==> config.mk <==
export PLATFORM = sky130hd
export DESIGN_NAME = modem_stat_det
export DESIGN_NICKNAME = d
export VERILOG_FILES = /design/src/rtl/msd_pkg.sv /design/src/rtl/msd_rst_sync.sv /design/src/rtl/msd_sync.sv /design/src/rtl/msd_delta.sv /design/src/rtl/modem_stat_det.sv
export SDC_FILE = /design/constraint.sdc
export NUM_CORES = 1
export LEC_CHECK = 0
export ABC_AREA = 1
export BUFFER_PORTS_ARGS = -buffer_cell sky130_fd_sc_hd__clkbuf_2
export CORE_MARGIN = 2
export CORE_UTILIZATION = 30
export CTS_BUF_LIST = sky130_fd_sc_hd__clkbuf_2 sky130_fd_sc_hd__clkbuf_4 sky130_fd_sc_hd__clkbuf_8
export CTS_CLUSTER_DIAMETER = 150
export DETAILED_ROUTE_END_ITERATION = 12
export SYNTH_ARGS = -nofsm -noshare
export SYNTH_HDL_FRONTEND = slang
export SYNTH_SLANG_ARGS = --single-unit
==> constraint.sdc <==
create_clock -name clk -period 1.5 [get_ports clk]
set_input_delay 0.3 -clock clk [delete_from_list [all_inputs] [get_ports clk]]
set_output_delay 0.3 -clock clk [all_outputs]
set_load 0.01 [all_outputs]
==> src/rtl/msd_pkg.sv <==
package msd_pkg;
  localparam int NLINES = 4;
  // line index inside every 4-bit vector
  localparam int LN_CTS = 0;
  localparam int LN_DSR = 1;
  localparam int LN_RI  = 2;
  localparam int LN_DCD = 3;
  // lines whose change flag is set only on a rising pin
  localparam logic [NLINES-1:0] TRAIL_ONLY = 4'b0100;

  typedef struct packed {
    logic [NLINES-1:0] lvl;
    logic [NLINES-1:0] dlt;
  } mstat_t;
endpackage

==> src/rtl/msd_rst_sync.sv <==
module msd_rst_sync #(
  parameter int STAGES = 2
) (
  input  logic clk,
  input  logic rst_n,
  output logic rst_n_sync
);
  logic [STAGES-1:0] chain_q;
  logic [STAGES-1:0] chain_d;

  always_comb begin
    chain_d = {chain_q[STAGES-2:0], 1'b1};
  end

  always_ff @(posedge clk or negedge rst_n) begin
    if (!rst_n) chain_q <= '0;
    else        chain_q <= chain_d;
  end

  assign rst_n_sync = chain_q[STAGES-1];
endmodule

==> src/rtl/msd_sync.sv <==
module msd_sync #(
  parameter int W      = 4,
  parameter int STAGES = 2
) (
  input  logic         clk,
  input  logic         rst_n,
  input  logic [W-1:0] d_i,
  output logic [W-1:0] q_o
);
  logic [W-1:0] stg_q [STAGES];
  logic [W-1:0] stg_d [STAGES];

  for (genvar g = 0; g < STAGES; g++) begin : g_stage
    if (g == 0) begin : g_first
      always_comb stg_d[g] = d_i;
    end else begin : g_next
      always_comb stg_d[g] = stg_q[g-1];
    end
    // pins idle high, so reset to the inactive level
    always_ff @(posedge clk or negedge rst_n) begin
      if (!rst_n) stg_q[g] <= '1;
      else        stg_q[g] <= stg_d[g];
    end
  end

  assign q_o = stg_q[STAGES-1];
endmodule

==> src/rtl/msd_delta.sv <==
module msd_delta #(
  parameter int          W     = 4,
  parameter logic [W-1:0] TRAIL = '0
) (
  input  logic         clk,
  input  logic         rst_n,
  input  logic [W-1:0] pin_s,
  input  logic         clr,
  output logic [W-1:0] dlt_o
);
  logic [W-1:0] prev_q;
  logic [W-1:0] dlt_q;
  logic [W-1:0] chg;
  logic [W-1:0] dlt_d;

  for (genvar g = 0; g < W; g++) begin : g_edge
    if (TRAIL[g]) begin : g_rise
      always_comb chg[g] = pin_s[g] & ~prev_q[g];
    end else begin : g_any
      always_comb chg[g] = pin_s[g] ^ prev_q[g];
    end
  end

  always_comb begin
    dlt_d = (clr ? '0 : dlt_q) | chg;
  end

  always_ff @(posedge clk or negedge rst_n) begin
    if (!rst_n) begin
      prev_q <= '1;
      dlt_q  <= '0;
    end else begin
      prev_q <= pin_s;
      dlt_q  <= dlt_d;
    end
  end

  assign dlt_o = dlt_q;
endmodule

==> src/rtl/modem_stat_det.sv <==
module modem_stat_det #(
  parameter int SYNC_STAGES = 2,
  parameter int RST_STAGES  = 2
) (
  input  logic       clk,
  input  logic       rst_n,
  input  logic       cts_n_i,
  input  logic       dsr_n_i,
  input  logic       ri_n_i,
  input  logic       dcd_n_i,
  input  logic       loop_en,
  input  logic       rts_ctl,
  input  logic       dtr_ctl,
  input  logic       aux1_ctl,
  input  logic       aux2_ctl,
  input  logic       msi_en,
  input  logic       stat_rd,
  output logic       rts_n_o,
  output logic       dtr_n_o,
  output logic       aux1_n_o,
  output logic       aux2_n_o,
  output logic [7:0] stat_o,
  output logic       irq_o
);
  import msd_pkg::*;

  logic              rst_n_s;
  logic [NLINES-1:0] ext_n;
  logic [NLINES-1:0] ctl;
  logic [NLINES-1:0] src_n;
  logic [NLINES-1:0] pin_s;
  logic [NLINES-1:0] dlt;
  mstat_t            stat;

  msd_rst_sync #(.STAGES(RST_STAGES)) u_rst (
    .clk(clk), .rst_n(rst_n), .rst_n_sync(rst_n_s)
  );

  always_comb begin
    ext_n[LN_CTS] = cts_n_i;
    ext_n[LN_DSR] = dsr_n_i;
    ext_n[LN_RI]  = ri_n_i;
    ext_n[LN_DCD] = dcd_n_i;
    ctl[LN_CTS]   = rts_ctl;
    ctl[LN_DSR]   = dtr_ctl;
    ctl[LN_RI]    = aux1_ctl;
    ctl[LN_DCD]   = aux2_ctl;
    src_n         = loop_en ? ~ctl : ext_n;
  end

  // outputs parked inactive while looped back
  always_comb begin
    rts_n_o  = loop_en | ~rts_ctl;
    dtr_n_o  = loop_en | ~dtr_ctl;
    aux1_n_o = loop_en | ~aux1_ctl;
    aux2_n_o = loop_en | ~aux2_ctl;
  end

  msd_sync #(.W(NLINES), .STAGES(SYNC_STAGES)) u_sync (
    .clk(clk), .rst_n(rst_n_s), .d_i(src_n), .q_o(pin_s)
  );

  msd_delta #(.W(NLINES), .TRAIL(TRAIL_ONLY)) u_delta (
    .clk(clk), .rst_n(rst_n_s), .pin_s(pin_s), .clr(stat_rd), .dlt_o(dlt)
  );

  always_comb begin
    stat.lvl = ~pin_s;
    stat.dlt = dlt;
    stat_o   = stat;
    irq_o    = msi_en & (|dlt);
  end
endmodule

# Yosys cells after proc, flatten, opt, wreduce, memory -nomap -nowiden
# Index checks and enable logic that the tools add are counted.
[classes] bitwise_logic=17 mux=2 n_reduce_logical=1
[op_table] op="two-way mux 4 bit" n=2
[op_table] op="inverter 4 bit" n=2
[op_table] op="inverter 1 bit" n=5
[op_table] op="bitwise OR 1 bit" n=4
[op_table] op="bitwise OR 4 bit" n=1
[op_table] op="OR reduction 4 bit" n=1
[op_table] op="XOR 1 bit" n=3
[op_table] op="bitwise AND 1 bit" n=2
[totals] in_bits=13 reg_bits=18 out_inout_bits=13 wordCells=25

# Longest topological paths before layout
[depth] word_depth=3 mapped_depth=4 mapped_depth_nobuf=3

# Cells and area by module
# A second synthesis with hierarchy kept.
[hier_totals] cells_unflattened=63 hier_area_um2=676.9
[by_module_without_submodules] mod="msd_delta" area_each_um2=296.5 cells_each=30 seq_area_each_um2=205.2 instances=1
[by_module_without_submodules] mod="msd_sync" area_each_um2=210.2 cells_each=8 seq_area_each_um2=210.2 instances=1
[by_module_without_submodules] mod="modem_stat_det" area_each_um2=116.4 cells_each=22 seq_area_each_um2=0.0 instances=1
[by_module_without_submodules] mod="msd_rst_sync" area_each_um2=53.8 cells_each=3 seq_area_each_um2=50.0 instances=1

# Worst setup path after synthesis
# No wires, ideal clock.
[synth_timing] path_type="register -> output" startpoint="register u_delta.dlt_q[1] (netlist: u_delta.dlt_o[1])" endpoint="output irq_o" stages_incl_launch_ff=3 t_arrival_ns=0.674 n_path_buf=0 setup_slack_ns=0.526 cell_sequence="dfrtp_1 nor2_1 a21oi_1"
[synth_via] elab_chain_cells=2
[synth_rtl] element="start: declaration" line_no="msd_delta.sv:12" rtl="logic [W-1:0] dlt_q;"
[synth_rtl] element="start signal: assignment" line_no="msd_delta.sv:34" rtl="dlt_q <= dlt_d;"
[synth_rtl] element="OR reduction 4 bit" line_no="modem_stat_det.sv:71" rtl="irq_o = msi_en & (|dlt);"
[synth_rtl] element="bitwise AND 1 bit" line_no="modem_stat_det.sv:71"
[synth_rtl] element="end: declaration" line_no="modem_stat_det.sv:23" rtl="output logic irq_o"
# Every way passes these cells.

# Worst setup path in the final report
[layout_timing] startpoint="register u_sync.stg_q, in the netlist u_sync.q_o[1]" endpoint="output stat_o[5]"
[layout_via] elab_chain_cells=1
[layout_rtl] element="start: declaration" line_no="msd_sync.sv:10" rtl="logic [W-1:0] stg_q [STAGES];"
[layout_rtl] element="start signal: indexed assignment" line_no="msd_sync.sv:22" rtl="else stg_q[g] <= stg_d[g];"
[layout_rtl] element="inverter 4 bit" line_no="modem_stat_det.sv:68" rtl="stat.lvl = ~pin_s;"
[layout_rtl] element="end: declaration" line_no="modem_stat_det.sv:22" rtl="output logic [7:0] stat_o,"
# Every way passes these cells.

==> results by group <==
Run status
  – Outcome: completed

Timing
  – Pins Over Slew Limit: 0
  – Worst slew margin: 60.6%
  – Hold_ws: 0.163 ns
  – RSZ-0062 raised after global routing: false
  – Slew @ Worst Pin: 0.591 ns
  – Tcrit/Tclk final: 86.3%
  – Min Tclk post-route: 1.29 ns
  – Layout Skew: 0.00157 ns
  – Setup TNS Final: 0 ns
  – Final setup viols: 0
  – Fmax: 773 MHz
  – Final Hold Vio Count: 0

Routing
  – Antenna Nets Post-Route: 0
  – Residual DRC count: 0
  – Detailed Routing Iterations Pass 1: 3
  – Final Routed Wirelength: 1.01 mm
  – DRT iter0 DRCs: 2
  – Via count: 459
  – Average vias per placed instance: 3.99
  – WL/cell: 8.76 um

Worst setup path
  – CP arrival: 0.99 ns
  – Worst path slowest cell: dfstp_2
  – Worst setup EP type: output port
  – CP max FO: 3
  – Startpoint Class: register
  – Kind of cell adding the most delay to the critical path: flip-flops
  – R2R depth: 3
  – Worst-path cell chain: inv_2, clkbuf_2
  – Critical path class: reg2out
  – Biggest cell delay along the critical path: 0.56 ns
  – Buf/Inv on CP: 2
  – CP Data Required Time: 1.20 ns
  – CP Depth: 2

Global route
  – Total grt overflow: 0
  – First-pass GRT wire length: 1.94 mm
  – Largest net degree at the start of global routing: 17
  – GR Util All Layers: 9.95%
  – Initial antenna violation count: 0
  – Vias in the first global route: 482

Placement
  – I/O Buffers: 25
  – Detail Placement HPWL: 775 um
  – Gpl congestion: 0.590
  – Placed cells: 110

Clocking
  – CTS HTree Levels: 1
  – Root Buffer: clkbuf_4
  – CTS sink cnt: 18
  – CTS tree: built
  – Max Buffers Root-to-Sink: 2
  – TritonCTS Buffers: 3
  – CTS resizes: 0
  – Clk pin slew, worst setup/hold paths: 0.10 ns
  – Skew-Pair Late Insertion Delay: 0.28 ns

Pwr
  – Seq pwr share: 59.0%
  – Clock power frac: 29.1%
  – Pleak: 0.436 nW
  – Sw Share: 23.6%
  – Max VDD drop: 0.409 mV
  – Psw: 0.230 mW
  – Combinational power share: 11.9%
  – Power Density: 1150 mW/mm^2
  – Internal power: 0.747 mW

Floorplan
  – Die W: 50.8 um
  – Height of the die: 50.8 um
  – Die area: 0.00258 sq mm
  – Cell row count: 16
  – I/O pins: 26
  – Total core area: 0.00202 sq mm
  – Initial Util: 32.5%

Logic synthesis
  – Syn nets: 72
  – Gate Count Post-Synth: 59
  – Synth area leaders: dfstp_2 (48%), dfrtp_1 (23%), nand2_1 (9.1%), o21ai_2 (5.3%), inv_1 (2.9%)
  – Dominant cell type by area after synthesis: dfstp_2
  – Syn Std Cell Area: 658 sq um
  – Syn_area_per_cell: 11.2 sq um
  – Post-synthesis register bit count: 18
  – Yosys top cell area share: 47.9%
  – Ys Warns: 0
  – Part of the Yosys area used for sequential elements: 70.7%
  – Library cells used by synthesis: 13

Worst hold path
  – Hold Path Stages: 2
  – Class of the worst hold path: in2reg

Final layout
  – Post-route insts no fill: 115
  – Antenna cells: 0
  – Layout overhead on the synthesized area: 29.5%
  – Layout cells sized above 1: 59.1%
  – Layout Nets: 102

Flow run
  – Maximum capacitance violations: 0
## cell type report
| type | instances | area, sq um |
|---|---|---|
| tap | 27 | 33.8 |
| fill | 208 | 1170 |
| clock buffer | 4 | 36.3 |
| inverter | 10 | 37.5 |
| sequential | 18 | 465 |
| multi-input combinational | 30 | 144 |
| timing repair buffer | 26 | 135 |
## through the flow
stage	total power [mW]	area [sq um]	setup WS (ns)	utilization, %
after global routing	1.05	852	0.114	42.1
after floorplan	0.644	658	0.526	-
after detailed placement	0.702	806	0.419	39.9
after CTS	0.999	852	0.185	42.1
final	0.977	852	0.206	42.1
after global placement	0.696	806	0.444	39.9
## sequential cells by signal, summed over array words and instances (netlist names)
name            cells
u_delta.dlt_o       4
u_delta.prev_q      4
u_rst.chain_q       2
u_sync.q_o          4
u_sync.stg_d        4
## power groups by stage
stage	registers [mW]	clock network, mW	logic [mW]
2_1_floorplan	0.587	0	0.0573
3_3_place_gp	0.583	0	0.113
3_5_place_dp	0.586	0	0.116
4_1_cts	0.578	0.302	0.118
5_1_grt	0.587	0.327	0.134
6_report	0.576	0.284	0.117
## worst reg2reg max path, stage by stage (launching register included)
cell     delay, ns
dfstp_2       0.56
inv_2         0.04
nand2_1       0.04
nand3_1       0.07
## cell families after synthesis
group,count (synthesis),synth area share (%)
flops,18,70.7
simple gates,23,14.4
compound gates,6,6.84
other cells,1,0.570
buf+inv,11,7.41
## path summary, 6_finish.rpt
path                                   from               end  slack (ns)
hold reg to reg            u_rst.chain_q[1]  u_delta.dlt_o[1]        0.25
setup / recovery              u_sync.q_o[1]         stat_o[5]        0.21
setup reg to reg              u_sync.q_o[0]  u_delta.dlt_o[0]        0.68
min in group asynchronous  u_rst.chain_q[1]  u_delta.dlt_o[1]        0.25
max in group asynchronous  u_rst.chain_q[1]  u_delta.dlt_o[0]        0.87
hold / removal                      dtr_ctl   u_sync.stg_d[1]        0.16
## per-layer routing
metal  part of all wire, %  track usage, %  vias to the layer above  routed length (um)
li1                      -               -                      235                   -
met5                     0               0                        -                   0
met3                    11            2.63                        0                 109
met4                     0            2.70                        0                   0
met2                    48            17.5                       25                 480
met1                    41            12.0                      199                 417
## timing repair
action	4_1_cts	5_1_grt
setup buffers	0	0
hold endpoints to repair	2	0
hold buffers	1	0
## cell usage after synthesis (all sizes together)
| library cell | count |
|---|---|
| nand2 | 18 |
| dfstp | 12 |
| inv | 10 |
| dfrtp | 6 |
| o21ai | 5 |
| nand3 | 3 |
| nor2 | 2 |
| a21oi | 1 |
| buf | 1 |
| conb | 1 |
## placed cells by master (no fill, tap or decap), drive strengths merged
cell,netlist,final
a21oi,1,1
clkbuf,0,29
conb,1,1
dfrtp,6,6
dfstp,12,12
dlygate4sd3,0,1
inv,10,10
nand2,18,18
nand3,3,3
nor2,2,2
o21ai,5,5
No activity file was read; power rests on OpenSTA's default activity.
